## src/rtl/cls_swap_stage.sv

```systemverilog
module cls_swap_stage #(
  parameter int WORD_W    = 64,
  parameter int NUM_WORDS = 8,
  parameter int GROUP     = 1
) (
  input  logic                        en,
  input  logic [WORD_W*NUM_WORDS-1:0] d,
  output logic [WORD_W*NUM_WORDS-1:0] q
);
  // Exchanging neighbouring groups of GROUP words is the same as
  // flipping bit log2(GROUP) of every word index.
  for (genvar i = 0; i < NUM_WORDS; i++) begin : g_word
    localparam int SRC = i ^ GROUP;
    assign q[i*WORD_W +: WORD_W] = en ? d[SRC*WORD_W +: WORD_W]
                                      : d[i*WORD_W +: WORD_W];
  end
endmodule

```

## src/rtl/cls_swap_net.sv

```systemverilog
module cls_swap_net #(
  parameter int WORD_W    = 64,
  parameter int NUM_WORDS = 8,
  localparam int STAGES   = $clog2(NUM_WORDS),
  localparam int LINE_W   = WORD_W * NUM_WORDS
) (
  input  logic [STAGES-1:0] stage_en,
  input  logic [LINE_W-1:0] d,
  output logic [LINE_W-1:0] q
);
  logic [LINE_W-1:0] chain [STAGES+1];

  assign chain[0] = d;

  for (genvar s = 0; s < STAGES; s++) begin : g_stage
    cls_swap_stage #(
      .WORD_W   (WORD_W),
      .NUM_WORDS(NUM_WORDS),
      .GROUP    (1 << s)
    ) u_stage (
      .en(stage_en[s]),
      .d (chain[s]),
      .q (chain[s+1])
    );
  end

  assign q = chain[STAGES];
endmodule

```

## src/rtl/cls_out_stage.sv

```systemverilog
module cls_out_stage #(
  parameter int LINE_W  = 512,
  parameter bit OUT_REG = 1'b1
) (
  input  logic              clk,
  input  logic              rst_n,
  input  logic              v_in,
  input  logic [LINE_W-1:0] d,
  output logic              v_out,
  output logic [LINE_W-1:0] q
);
  if (OUT_REG) begin : g_reg
    logic              v_q;
    logic [LINE_W-1:0] d_q;
    always_ff @(posedge clk or negedge rst_n) begin
      if (!rst_n) begin
        v_q <= 1'b0;
        d_q <= '0;
      end else begin
        v_q <= v_in;
        if (v_in) d_q <= d;
      end
    end
    assign v_out = v_q;
    assign q     = d_q;
  end else begin : g_comb
    assign v_out = rst_n & v_in;
    assign q     = rst_n ? d : '0;
  end
endmodule

```

## src/rtl/cls_shuffler.sv

```systemverilog
module cls_shuffler #(
  parameter int WORD_W    = 64,
  parameter int NUM_WORDS = 8,
  parameter int COL_W     = 10,
  parameter bit OUT_REG   = 1'b1,
  localparam int STAGES   = $clog2(NUM_WORDS),
  localparam int LINE_W   = WORD_W * NUM_WORDS
) (
  input  logic              clk,
  input  logic              rst_n,
  input  logic              in_valid,
  input  logic [COL_W-1:0]  col_id,
  input  logic [LINE_W-1:0] line_in,
  output logic              out_valid,
  output logic [LINE_W-1:0] line_out
);
  // Named internal events, brought out for the checker.
  logic [STAGES-1:0] stage_active;
  logic [LINE_W-1:0] shuffled_line;

  assign stage_active = col_id[STAGES-1:0];

  cls_swap_net #(
    .WORD_W   (WORD_W),
    .NUM_WORDS(NUM_WORDS)
  ) u_net (
    .stage_en(stage_active),
    .d       (line_in),
    .q       (shuffled_line)
  );

  cls_out_stage #(
    .LINE_W (LINE_W),
    .OUT_REG(OUT_REG)
  ) u_out (
    .clk  (clk),
    .rst_n(rst_n),
    .v_in (in_valid),
    .d    (shuffled_line),
    .v_out(out_valid),
    .q    (line_out)
  );
endmodule

```

## config.mk

```make
export PLATFORM = sky130hd
export DESIGN_NAME = cls_shuffler
export DESIGN_NICKNAME = d
export VERILOG_FILES = /design/src/rtl/cls_swap_stage.sv /design/src/rtl/cls_swap_net.sv /design/src/rtl/cls_out_stage.sv /design/src/rtl/cls_shuffler.sv
export SDC_FILE = /design/constraint.sdc
export NUM_CORES = 2
export LEC_CHECK = 0
export ABC_CLOCK_PERIOD_IN_PS = 900
export BUFFER_PORTS_ARGS = -buffer_cell sky130_fd_sc_hd__buf_2
export CAP_MARGIN = 20
export CORE_AREA = 2 2 403 405
export CTS_CLUSTER_DIAMETER = 150
export DETAILED_ROUTE_END_ITERATION = 8
export DIE_AREA = 0 0 405 407
export GPL_TIMING_DRIVEN = 0
export PLACE_DENSITY = 0.4
export SETUP_SLACK_MARGIN = 0.05
export SYNTH_ARGS = -nofsm -noshare
export SYNTH_HDL_FRONTEND = slang
export SYNTH_SLANG_ARGS = --single-unit
```

## constraint.sdc

```tcl
create_clock -name clk -period 0.9 [get_ports clk]
set_clock_uncertainty 0.2 [all_clocks]
set_input_delay 0.135 -clock clk [delete_from_list [all_inputs] [get_ports clk]]
set_output_delay 0.135 -clock clk [all_outputs]
set_load 0.1 [all_outputs]
```

==> results.toml <==
[placement]
dp_hpwl_mm = 217
io_buffer_count = 1029
place_area_um2 = 44100
place.gp.congestion = 0.912
preCtsSetupSlack_ns = -2.58

[timing]
worst_slack_ns = -0.827
worstMarginPinSlew_ns = 1.02
setup_viol = 1213
period_needed_ns = 1.73
finalCritPeriodShare_pct = 192
max_slew_margin_pct = 31.8
whs_ns = -0.760
maxSlewViolCount = 0
rsz0062_at_grt = "true"
hold_viol = 837
fmax_mhz = 579

[worst_setup_path]
cp.arrival_ns = 1.39
cp-end-kind = "output pin"
cp_max_fo = 2
critPathRequiredTime_ns = 0.56
cp.buffers_inverters = 1
crit_chain = "buf_12"
cpMaxStageDelayCell = "dfrtp_2"
max_stage_delay_ns = 0.47
path_delay_family = "flip-flops"
startpoint_type = "register"
worst-setup-path-type = "register to output pin"

[routing]
drt_iter0_drc = 4275
wl_per_cell_um = 41.5
firstDrtPassIters = 6
ant_nets = 0
post-route-drc-count = 0
vias = 41400
wl_mm = 293
viasPerCell = 5.88

[synth]
synth-edff-count = 0
ys_async_sr_fraction_pct = 100
synth_common_cells = "a22oi_1 (1024), nor2b_1 (514), dfrtp_1 (513), mux2i_1 (504), a31o_1 (438)"
synth_flop_cell = "dfrtp_1"
ys_ff_latch = 513
avgSynthCellArea_um2 = 10.2
synthesis.nets = 4000
synth_area_um2 = 35500
ys_warn_count = 0
synth_top_area_share_pct = 36.2
synth_cell_types = 14
synth.area.top_cells = "dfrtp_1 (36%), a22oi_1 (22%), mux2i_1 (14%)"
ys_seq_area_share_pct = 36.2
synth.most_common_cell = "a22oi_1"
synth_top_cell_by_area = "dfrtp_1"
synth_cells = 3475

[status]
status = "finished, violations left"
violations = "negative hold slack, negative setup slack"

[power_and_ir_drop]
p_sw_uw = 59700
power_frac_seq_pct = 24.3
ir_drop_mv = 1.49
power_frac_clock_pct = 24.0
p_comb_share_pct = 51.7
p_leak_uw = 0.0249
p_per_area_nw_per_um2 = 1940
p_sw_share_pct = 46.9
power.internal_uw = 67700
p_total_uw = 127000

[clock_tree]
clk_pin_slew_ns = 0.06
cts_buffers = 73
htreeDepth = 3
clock_latency_ns = 0.67
cts_tree = "yes"
clock-sinks = 513
cts.path.max_buffers = 3
root_buffer = "clkbuf_16"

[layout]
utilization_pct = 41.1
finish.net_count = 5347
area_delta_synth_final_pct = 85.6
fin_area_um2 = 65800
final_layout_size_suffix_gt1_share_pct = 56.3

[min_path]
hold_path_class = "input pin to asynchronous set/reset pin"

[floorplan]
rows = 147
chipHeight_um = 407
core_area_um2 = 160000
die_area_um2 = 165000
initial_core_util_pct = 22.1
die_w_um = 405
pin_count = 1038

[global_route]
grt_pass1_wl_mm = 374
track_usage_pct = 33.4
grt_overflow = 0
antenna_found_initial = 54
grt_pass1_vias = 40600
grt_max_degree = 99

[job]
cap_violations = 0
[kinds of logic after synthesis]
group	Yosys count	synth area share (%)
AO/OA/AOI/OAI	1536	34.3
multiplexers	512	14.5
buffers and inverters	398	5.81
flip-flops	513	36.2
AND/OR/NAND/NOR	516	9.11
[cell type report]
class                   count  area [µm²]
fillers                 15200       94400
multi-input cells        2564       27000
repair buffers           1275       16500
flip-flops and latches    513       13100
plain buffers             395        4090
well taps                2160        2700
clock buffers             111        2170
clock inverters            19         246
diodes                     15        37.5
[worst register-to-register path, cell delays in order (launching register included)]
cell and delay (ns):
dfrtp_2 0.46, buf_6 0.13, nor2b_4 0.11, a31o_2 0.21
[power by group through the flow]
stage | combinational (µW) | clock (µW) | sequential, µW
after detailed placement | 48600 | 0 | 29200
final | 65800 | 30600 | 30900
after floorplan | 11900 | 0 | 50400
after global routing | 67300 | 31600 | 31100
after CTS | 54600 | 30800 | 29400
after global placement | 48400 | 0 | 29300
[flip-flops by register name, indices dropped and copies added (netlist names)]
register / count
u_out.q: 512
u_out.v_out: 1
[cell usage in the layout, fill, tap and decap left out, types with 2 or more instances in the layout]
cell	netlist	routed
a22oi_1	1024	793
mux2i_1	504	29
clkbuf_1	175	28
clkinv_16	0	2
diode_2	0	15
nor2b_4	0	2
inv_6	0	2
clkbuf_16	0	83
dfrtp_2	0	183
dfrtp_1	513	330
a22oi_2	0	231
buf_16	0	55
buf_8	0	28
a31o_1	438	438
clkinv_8	0	2
buf_2	141	565
clkbuf_8	0	45
nor2b_1	514	512
bufinv_16	0	2
clkbuf_2	0	73
buf_6	41	110
buf_4	22	110
clkinv_2	0	8
a31o_2	74	74
buf_12	0	609
clkbuf_4	0	74
mux2i_4	0	396
mux2i_2	8	87
[repair_timing]
item                                    CTS  global route
pin swaps                                26           302
gates cloned                              5             9
setup buffers                            43           181
setup endpoints to repair              1213          1226
gates resized for setup                1662          2544
endpoints found under the hold margin   838           821
[worst paths after layout]
| path | start | endpoint | slack (ns) | cells after the start |
|---|---|---|---|---|
| hold / removal | rst_n | u_out.q[277] | -0.76 | 1 |
| hold reg to reg | u_out.q[21] | u_out.q[21] | 0.45 | 2 |
| max in group asynchronous | rst_n | u_out.q[312] | -0.49 | 3 |
| setup reg to reg | u_out.q[19] | u_out.q[19] | -0.33 | 3 |
| min in group clk | line_in[306] | u_out.q[242] | -0.24 | 4 |
| setup / recovery | u_out.q[426] | line_out[426] | -0.83 | 1 |
[routing by layer]
| metal | track usage [%] | wire, µm |
|---|---|---|
| met3 | 9.58 | 28000 |
| met2 | 54.2 | 135000 |
| met4 | 14.3 | 17100 |
| met5 | 0 | 307 |
| met1 | 41.1 | 112000 |
[per-stage QoR]
step	std cells	TNS [ns]
floorplan	3475	-470.24
global placement	6664	-8290.55
detailed placement	6675	-1578.12
CTS	6853	-777.20
global route	7043	-746.97
finish	7052	-698.84
(Power assumes the default switching activity.)
